## config.mk

```make
export PLATFORM = sky130hd
export DESIGN_NAME = subword_load_unit
export DESIGN_NICKNAME = d
export VERILOG_FILES = /design/src/rtl/sload_pkg.sv /design/src/rtl/sload_addr_gen.sv /design/src/rtl/sload_extend.sv /design/src/rtl/sload_seq.sv /design/src/rtl/subword_load_unit.sv
export SDC_FILE = /design/constraint.sdc
export NUM_CORES = 1
export LEC_CHECK = 0
export CORE_MARGIN = 5
export CORE_UTILIZATION = 35
export DETAILED_ROUTE_END_ITERATION = 7
export DONT_BUFFER_PORTS = 1
export GPL_TIMING_DRIVEN = 0
export PLACE_DENSITY = 0.48
export SLEW_MARGIN = 20
export SYNTH_ARGS = -nofsm -noshare
export SYNTH_HDL_FRONTEND = slang
export SYNTH_HIERARCHICAL = 1
export SYNTH_SLANG_ARGS = --single-unit
```

## constraint.sdc

```tcl
create_clock -name clk -period 3 [get_ports clk]
set_input_delay 0.6 -clock clk [delete_from_list [all_inputs] [get_ports clk]]
set_output_delay 0.6 -clock clk [all_outputs]
set_load 0.01 [all_outputs]
```

## src/rtl/sload_pkg.sv

```systemverilog
// Package: shared types for the sub-word load unit.
// Assumes the two-bit load kind encoding below; bit 1 selects halfword, bit 0 selects signed.
package sload_pkg;

    typedef enum logic [1:0] {
        LD_UBYTE = 2'b00,
        LD_SBYTE = 2'b01,
        LD_UHALF = 2'b10,
        LD_SHALF = 2'b11
    } load_kind_e;

    typedef enum logic [1:0] {
        ST_IDLE   = 2'b00,
        ST_REQ_LO = 2'b01,
        ST_REQ_HI = 2'b10,
        ST_WAIT   = 2'b11
    } seq_state_e;

    // True when the kind fetches two bytes.
    function automatic logic kind_is_half(input load_kind_e k);
        return k[1];
    endfunction

endpackage

```

## src/rtl/sload_addr_gen.sv

```systemverilog
// Module: effective address adder.
// Adds a zero-extended unsigned offset to the base; the sum wraps at the address width.
module sload_addr_gen #(
    parameter int ADDR_W = 32,
    parameter int IMM_W  = 12
) (
    input  logic [ADDR_W-1:0] base_i,
    input  logic [IMM_W-1:0]  imm_i,
    output logic [ADDR_W-1:0] eff_addr_o
);
    localparam int PAD_W = ADDR_W - IMM_W;

    // Zero-extend the offset and add; carry out of the top bit is dropped.
    always_comb begin
        eff_addr_o = base_i + {{PAD_W{1'b0}}, imm_i};
    end

endmodule

```

## src/rtl/sload_extend.sv

```systemverilog
// Module: byte assembly and width extension.
// Joins two bytes little-endian and widens to DATA_W; assumes DATA_W >= 2*BYTE_W.
// For byte kinds the high byte input is not used.
module sload_extend
    import sload_pkg::*;
#(
    parameter int DATA_W = 32,
    parameter int BYTE_W = 8
) (
    input  load_kind_e        kind_i,
    input  logic [BYTE_W-1:0] byte0_i,
    input  logic [BYTE_W-1:0] byte1_i,
    output logic [DATA_W-1:0] value_o
);
    localparam int HALF_W  = 2 * BYTE_W;
    localparam int BPAD_W  = DATA_W - BYTE_W;
    localparam int HPAD_W  = DATA_W - HALF_W;

    // Select fill pattern according to width and signedness.
    always_comb begin
        case (kind_i)
            LD_UBYTE: value_o = {{BPAD_W{1'b0}}, byte0_i};
            LD_SBYTE: value_o = {{BPAD_W{byte0_i[BYTE_W-1]}}, byte0_i};
            LD_UHALF: value_o = {{HPAD_W{1'b0}}, byte1_i, byte0_i};
            default:  value_o = {{HPAD_W{byte1_i[BYTE_W-1]}}, byte1_i, byte0_i};
        endcase
    end

endmodule

```

## src/rtl/sload_seq.sv

```systemverilog
// Module: byte fetch sequencer.
// Accepts a start when idle, holds address and kind, issues one or two byte reads
// on consecutive cycles (low address first) and flags the cycle the last byte arrives.
// Assumes read data returns exactly one cycle after each strobe.
module sload_seq
    import sload_pkg::*;
#(
    parameter int ADDR_W = 32,
    parameter int BYTE_W = 8
) (
    input  logic              clk,
    input  logic              rst_n,
    input  logic              start_i,
    input  logic [1:0]        kind_i,
    input  logic [ADDR_W-1:0] eff_addr_i,
    output logic [ADDR_W-1:0] mem_addr_o,
    output logic              mem_rd_o,
    input  logic [BYTE_W-1:0] mem_rdata_i,
    input  logic              mem_rvalid_i,
    output load_kind_e        kind_q_o,
    output logic [BYTE_W-1:0] byte0_o,
    output logic [BYTE_W-1:0] byte1_o,
    output logic              finish_o
);
    seq_state_e        state;
    logic [ADDR_W-1:0] addr_q;
    load_kind_e        kind_q;
    logic [BYTE_W-1:0] lo_q;

    // State, held address and kind, low-byte capture.
    always_ff @(posedge clk) begin
        if (!rst_n) begin
            state  <= ST_IDLE;
            addr_q <= '0;
            kind_q <= LD_UBYTE;
            lo_q   <= '0;
        end else begin
            case (state)
                ST_IDLE: begin
                    if (start_i) begin
                        addr_q <= eff_addr_i;
                        kind_q <= load_kind_e'(kind_i);
                        state  <= ST_REQ_LO;
                    end
                end
                ST_REQ_LO: begin
                    state <= kind_is_half(kind_q) ? ST_REQ_HI : ST_WAIT;
                end
                ST_REQ_HI: begin
                    lo_q  <= mem_rdata_i;
                    state <= ST_WAIT;
                end
                default: begin
                    if (mem_rvalid_i) begin
                        state <= ST_IDLE;
                    end
                end
            endcase
        end
    end

    // Memory port drive: strobe in both request states, second byte at address plus one.
    always_comb begin
        mem_rd_o   = (state == ST_REQ_LO) || (state == ST_REQ_HI);
        mem_addr_o = (state == ST_REQ_HI) ? addr_q + ADDR_W'(1) : addr_q;
    end

    // Byte routing to the extender and last-byte flag.
    always_comb begin
        finish_o = (state == ST_WAIT) && mem_rvalid_i;
        byte0_o  = kind_is_half(kind_q) ? lo_q : mem_rdata_i;
        byte1_o  = mem_rdata_i;
        kind_q_o = kind_q;
    end

    assert_first_addr_R1: assert property (@(posedge clk) disable iff (!rst_n)
        (state == ST_REQ_LO) |-> (mem_addr_o == $past(eff_addr_i)));

    assert_second_addr_R2: assert property (@(posedge clk) disable iff (!rst_n)
        (state == ST_REQ_HI) |-> ($past(mem_rd_o) && mem_addr_o == $past(mem_addr_o) + ADDR_W'(1)));

    assert_byte_single_read_R3: assert property (@(posedge clk) disable iff (!rst_n)
        (mem_rd_o && $past(mem_rd_o)) |-> kind_is_half(kind_q));

    assert_busy_hold_R10: assert property (@(posedge clk) disable iff (!rst_n)
        (state != ST_IDLE && start_i) |=> ($stable(addr_q) && $stable(kind_q)));

endmodule

```

## src/rtl/subword_load_unit.sv

```systemverilog
// Module: sub-word load unit top.
// Wires the address adder, fetch sequencer and extender, and registers the result
// with a one-cycle done and write-enable. Assumes a memory that answers one cycle after a strobe.
module subword_load_unit
    import sload_pkg::*;
#(
    parameter int ADDR_W = 32,
    parameter int IMM_W  = 12,
    parameter int DATA_W = 32,
    parameter int BYTE_W = 8
) (
    input  logic              clk,
    input  logic              rst_n,
    input  logic              start_i,
    input  logic [ADDR_W-1:0] base_i,
    input  logic [IMM_W-1:0]  imm_i,
    input  logic [1:0]        kind_i,
    output logic [ADDR_W-1:0] mem_addr_o,
    output logic              mem_rd_o,
    input  logic [BYTE_W-1:0] mem_rdata_i,
    input  logic              mem_rvalid_i,
    output logic [DATA_W-1:0] result_o,
    output logic              rd_we_o,
    output logic              done_o
);
    localparam int HALF_W = 2 * BYTE_W;

    logic [ADDR_W-1:0] eff_addr;
    load_kind_e        kind_q;
    logic [BYTE_W-1:0] byte0;
    logic [BYTE_W-1:0] byte1;
    logic              finish;
    logic [DATA_W-1:0] ext_value;

    sload_addr_gen #(.ADDR_W(ADDR_W), .IMM_W(IMM_W)) u_addr (
        .base_i     (base_i),
        .imm_i      (imm_i),
        .eff_addr_o (eff_addr)
    );

    sload_seq #(.ADDR_W(ADDR_W), .BYTE_W(BYTE_W)) u_seq (
        .clk          (clk),
        .rst_n        (rst_n),
        .start_i      (start_i),
        .kind_i       (kind_i),
        .eff_addr_i   (eff_addr),
        .mem_addr_o   (mem_addr_o),
        .mem_rd_o     (mem_rd_o),
        .mem_rdata_i  (mem_rdata_i),
        .mem_rvalid_i (mem_rvalid_i),
        .kind_q_o     (kind_q),
        .byte0_o      (byte0),
        .byte1_o      (byte1),
        .finish_o     (finish)
    );

    sload_extend #(.DATA_W(DATA_W), .BYTE_W(BYTE_W)) u_ext (
        .kind_i  (kind_q),
        .byte0_i (byte0),
        .byte1_i (byte1),
        .value_o (ext_value)
    );

    // Output register: result with single-cycle done and write-enable.
    always_ff @(posedge clk) begin
        if (!rst_n) begin
            result_o <= '0;
            rd_we_o  <= 1'b0;
            done_o   <= 1'b0;
        end else begin
            done_o  <= finish;
            rd_we_o <= finish;
            if (finish) begin
                result_o <= ext_value;
            end
        end
    end

    assert_ubyte_zero_R4: assert property (@(posedge clk) disable iff (!rst_n)
        (done_o && kind_q == LD_UBYTE) |-> (result_o[DATA_W-1:BYTE_W] == '0));

    assert_sbyte_sign_R5: assert property (@(posedge clk) disable iff (!rst_n)
        (done_o && kind_q == LD_SBYTE) |-> (result_o[DATA_W-1:BYTE_W] == {(DATA_W-BYTE_W){result_o[BYTE_W-1]}}));

    assert_uhalf_zero_R7: assert property (@(posedge clk) disable iff (!rst_n)
        (done_o && kind_q == LD_UHALF) |-> (result_o[DATA_W-1:HALF_W] == '0));

    assert_shalf_sign_R8: assert property (@(posedge clk) disable iff (!rst_n)
        (done_o && kind_q == LD_SHALF) |-> (result_o[DATA_W-1:HALF_W] == {(DATA_W-HALF_W){result_o[HALF_W-1]}}));

    assert_done_pulse_R11: assert property (@(posedge clk) disable iff (!rst_n)
        done_o |=> !done_o);

    assert_done_after_data_R11: assert property (@(posedge clk) disable iff (!rst_n)
        done_o |-> ($past(mem_rvalid_i) && rd_we_o));

endmodule

```

# [Yosys cells after proc, flatten, opt, wreduce, memory -nomap -nowiden]
# Index checks and enable logic that the tools add are counted.
[word_totals] register_bits=77 in_bits=58 wordCells=28
[op_classes] n_addsub=2 eq_ne=6 muxes=7 n_reduce_logical=7
[ops] op="32-bit one-hot mux with 3 select lines" n=1
[ops] op="32-bit by 1-bit adder with 32-bit output (second input constant)" n=1
[ops] op="32-bit by 12-bit adder with 32-bit output" n=1
[ops] op="32-bit 2-to-1 mux" n=1
[ops] op="8-bit 2-to-1 mux" n=1
[ops] op="2-bit == test (second input constant)" n=3
[ops] op="2-bit one-hot mux with 3 select lines" n=1
[ops] op="2-bit by 1-bit == test with 1-bit output (second input constant)" n=2
[ops] op="2-bit zero test" n=2
[ops] op="2-bit 2-to-1 mux" n=2
[ops] op="2-bit AND reduction" n=2
[ops] op="4-bit nonzero test" n=1
[ops] op="2-bit inequality test (second input constant)" n=1
[ops] op="1-bit logical AND" n=1
[ops] op="1-bit logical OR" n=1
[ops] op="1-bit 2-to-1 mux" n=1

# [Longest topological paths before layout]
[depth] ltp_word=3 mapped_depth=9 depth_no_buf=9

# [Modules after synthesis]
# Netlist, hierarchy kept.
[modules_own_cells] mod="sload_seq" n_inst=1 cells_each=306 area_each_um2=2543.7
[modules_own_cells] mod="subword_load_unit" n_inst=1 cells_each=106 area_each_um2=1277.5
[modules_own_cells] mod="sload_addr_gen" n_inst=1 cells_each=139 area_each_um2=1072.3
[modules_own_cells] mod="sload_extend" n_inst=1 cells_each=43 area_each_um2=281.5

# [Worst setup path before layout]
# Ideal clock, no wire load.
[synth_path] path_type="flip-flop to output port" from="register u_seq.state[0]" to="output port mem_addr_o[30]" t_arrival_ps=1900 t_required_ps=2400 setup_slack_ps=500 stages_incl_launch_ff=8 path_buffers=1 cell_sequence="dfxtp_1 > inv_1 > ha_1 > buf_2 > nand4_4 > or4_4 > nor4_2 > xor2_1"
[synth_between] elab_chain_len=2
[synth_rtl] element="start, declared" line="sload_seq.sv:25" text="seq_state_e state;"
[synth_rtl] element="start signal, assigned" line="sload_seq.sv:47" text="state <= kind_is_half(kind_q) ? ST_REQ_HI : ST_WAIT;"
[synth_rtl] element="2-bit == test" line="sload_seq.sv:65" text="mem_addr_o = (state == ST_REQ_HI) ? addr_q + ADDR_W'(1) : addr_q;"
[synth_rtl] element="32-bit 2-to-1 mux" line="sload_seq.sv:65"
[synth_rtl] element="end, declared" line="subword_load_unit.sv:18" text="output logic [ADDR_W-1:0] mem_addr_o,"
# No other way between the ends.

# [Final worst setup path]
# Ends and elaborated chain as after synthesis.

==> results summary <==
The count of routing violations after the opening detailed-route iteration came out at 233. The maximum clock skew at final layout came out at 6.319 ps. The all-layer global routing usage came out at 0.1425. The worst ir drop on vdd came out at 0.2704 mV. The per-instance average area after synthesis is 8.712 µm².

The type of the worst min-delay path is input pin to flop. The placeable core area is 14530 µm². For this run, the share of the core covered by cells in the final layout is 0.4047. The endpoint kind of the worst setup timing path is a primary output. The simple-gate share of the synthesized area came out at 0.2411. The combinational family with the most area after synthesis is simple AND/OR/NAND/NOR gates. The number of endpoints with negative hold slack in the final report is 0. After synthesis the netlist holds a flip-flop and latch count of 77. The max-cap check violation count is 0. The number of cell rows came out at 44.

In the routed layout, each cell is associated on average with a via count of 4.925. The category of the worst setup path launch point is a flop. The area of the mapped netlist came out at 5175 µm².

Detailed placement ended at an HPWL of 10020 µm. The flow ran to the end, and the final reports show no timing, DRC or antenna violations. The final non-filler cell total is 800. The number of unique standard cell types used by synthesis came out at 54. The routability-driven placement congestion ratio came out at 0.8337. Buffers placed on the I/O ports in this run total 0. The clock tree root buffer cell is clkbuf_16.

The total wire length came out at 12780 µm. The largest net degree at the start of global routing is 17. TritonCTS built the clock tree. Of the total synthesized cell area, the portion taken by full adders, half adders and majority gates is 0.04739.

The most common library cell in the layout ignoring fill and taps is nand2_1. For this design, the CTS-stage hold fixing added 0 buffers. After technology mapping, the gate count stands at 594. The ratio of cells with drive above 1 in the final layout is 0.1623. For this run, the number of Yosys warnings is 6. The critical path goes through inv_4, ha_4, buf_6, nand4_4, or4_4, nor4_4, xor2_2. The compound-gate portion of the synthesized area came to 0.1238. The number of nets in the layout came out at 688.

The buffering stage count on the worst path with inverters included came out at 2. The via count of the first global-routing pass is 3906. The register-to-register setup slack came out at 650 ps. Setup violations remaining at the end of the flow were counted as 0. The ratio of final minimum period to clock period came out at 0.9555. The dominant synthesized flop cell is dfxtp_1.

The multiplexer share of the synthesized area came out at 0.09889. In this run the remaining antenna-violating nets after routing total 0. The number of flops mapped to enable cells by yosys came out at 0. The maximum clock rate came out at 348.9 MHz.

The global-route wire length before repair is 20350 µm. The worst endpoint data arrival time came out at 2270 ps. In this run, CTS created clock tree buffers numbering 9. Of the synthesized area, sequential elements account for 0.2979. The library cells used most frequently in the layout, excluding fill and tap cells, are 111 x nand2_1, 74 x dfxtp_1, 43 x nor2b_1. The repair_antennas step left the layout with diodes totalling 0. The total number of vias came out at 3940. The initial antenna violation count is 0. The static power due to leakage came out at 0.002197 µW. The sink count of the clock tree is 77.

The H-tree depth reported by CTS came out at 3. For this configuration, the core starts out at a cell density of 0.3561. Counting tap cells, the placed design contains a total of 778 instances. Of the total synthesized cell area, the portion taken by XOR and XNOR cells is 0.1032.

The final period demand of the worst path came out at 2866 ps. The fill cell instance count of the final layout came out at 1494. Setup repair after global routing left no endpoint under its margin. The later pin in the worst-skew pair is clocked with a latency of 330 ps. The post-CTS clock slew at the launch and capture registers of the worst setup and hold paths is 60 ps. The worst setup slack after placement is 144.9 ps.

The number of pins with negative max-slew slack in the final report came out at 0. The post-synthesis async set-or-reset flop share is 0. The height of the die is 131.6 µm. When the netlist entered floorplanning its net count stood at 671. The relative area change from synthesis to final layout came out at 13.66%. The relative slew slack is 0.4892. For the final routed database, the setup TNS stands at 0 ps. The length of the first detailed-routing pass in iterations came out at 4.

Setup slack closes at 133.6 ps. The overall die area came out at 17320 µm². The category of cells accounting for the largest share of critical-path delay is simple AND/OR/NAND/NOR gates. The power density over cell area came out at 615.9 nW/µm².

The average detailed-routed wire length per instance is 15.98 µm. The slowest stage of the critical path is the or4_4 cell. The global route total overflow is 0.

The floorplan step set the die width to 131.6 µm. The maximum root-to-sink buffer count is 2. In this run the worst path has a maximum fanout of 5. The actual slew at the worst max-slew pin came out at 761.8 ps. The biggest cell delay along the critical path came out at 570 ps. The number of placed I/O pins came out at 125.

In the routed design, unresolved DRC markers number 0. Data on the critical path is required at its endpoint by 2400 ps. The setup path with the least slack is of type flop to primary output.
[cell type report]
| cell class | count | area (µm²) | area share |
|---|---|---|---|
| multi-input cells | 449 | 3242 | 0.5512 |
| well taps | 184 | 230.2 | 0.03914 |
| clock inverters | 4 | 95.09 | 0.01617 |
| flip-flops and latches | 77 | 1548 | 0.2631 |
| repair buffers | 6 | 57.56 | 0.009785 |
| clock buffers | 12 | 246.5 | 0.04191 |
| inverters | 10 | 40.04 | 0.006807 |
| plain buffers | 58 | 422.9 | 0.07190 |
[registers in the layout, summed over array words and instances, names as in the netlist]
register / flops
result_o: 32
u_seq/addr_q: 32
u_seq/lo_q: 8
u_seq/kind_q_o: 2
u_seq/state: 2
done_o: 1
[stage by stage]
| stage | area, µm² | power, µW | hold WS, ps |
|---|---|---|---|
| after floorplan | 5175 | 2104 | 456.1 |
| after global placement | 5405 | 2344 | 467.4 |
| after detailed placement | 5405 | 2364 | 473.5 |
| after CTS | 5824 | 3637 | 383.2 |
| after global routing | 5882 | 3850 | 400.9 |
| final | 5882 | 3623 | 403.4 |
[report_power, final]
part	internal (µW)	switching [µW]	total, µW
registers	1160	156	1310
logic	454	608	1060
clock network	835	412	1250
total	2450	1180	3620
[path summary, 6_finish.rpt]
| kind | cells after the start | start | to |
|---|---|---|---|
| max | 7 | u_seq/state[0]$_SDFFE_PN0P_ | mem_addr_o[30] |
| min | 1 | rst_n | result_o[29]$_SDFFE_PN0P_ |
| max reg2reg | 7 | u_seq/kind_q_o[1]$_SDFFE_PN0P_ | result_o[22]$_SDFFE_PN0P_ |
| min reg2reg | 2 | u_seq/addr_q[31]$_SDFFE_PN0P_ | u_seq/addr_q[31]$_SDFFE_PN0P_ |
[Yosys cell counts (all sizes together) (5+ instances only)]
| cell type | number | share of area |
|---|---|---|
| nand2 | 111 | 0.081 |
| dfxtp | 77 | 0.30 |
| nor2b | 43 | 0.052 |
| mux2i | 41 | 0.079 |
| buf | 40 | 0.066 |
| a21boi | 36 | 0.053 |
| xnor2 | 32 | 0.054 |
| xor2 | 29 | 0.049 |
| a21oi | 22 | 0.022 |
| nand4 | 19 | 0.029 |
| clkbuf | 18 | 0.015 |
| ha | 18 | 0.044 |
| nand3 | 16 | 0.016 |
| nor2 | 15 | 0.011 |
| inv | 10 | 0.0073 |
| mux2 | 9 | 0.020 |
| a211oi | 8 | 0.013 |
| nor3 | 8 | 0.0077 |
| and3 | 7 | 0.0097 |
| and2 | 6 | 0.0077 |
| nor4 | 5 | 0.014 |
| o21ai | 5 | 0.0048 |
[timing repair]
item,4_1_cts,5_1_grt
endpoints found under the setup margin,17,3
hold endpoints to repair,0,0
resized for setup,8,9
pin swaps,5,3
buffers inserted,3,3
[cell families after synthesis]
kind of cell,after synthesis
simple gates,237
compound gates,82
flops,77
buf+inv,68
xor+xnor,61
mux,50
fa+ha+maj,19
[metal layers]
layer | global-route usage | vias to the layer above | share of wire
met4 | 0.05429 | 0 | 0.014
li1 | - | 2021 | -
met5 | 0 | - | 0
met3 | 0.04205 | 12 | 0.067
met2 | 0.2410 | 105 | 0.48
met1 | 0.1706 | 1802 | 0.44
No activity file was read; power rests on OpenSTA's default activity.
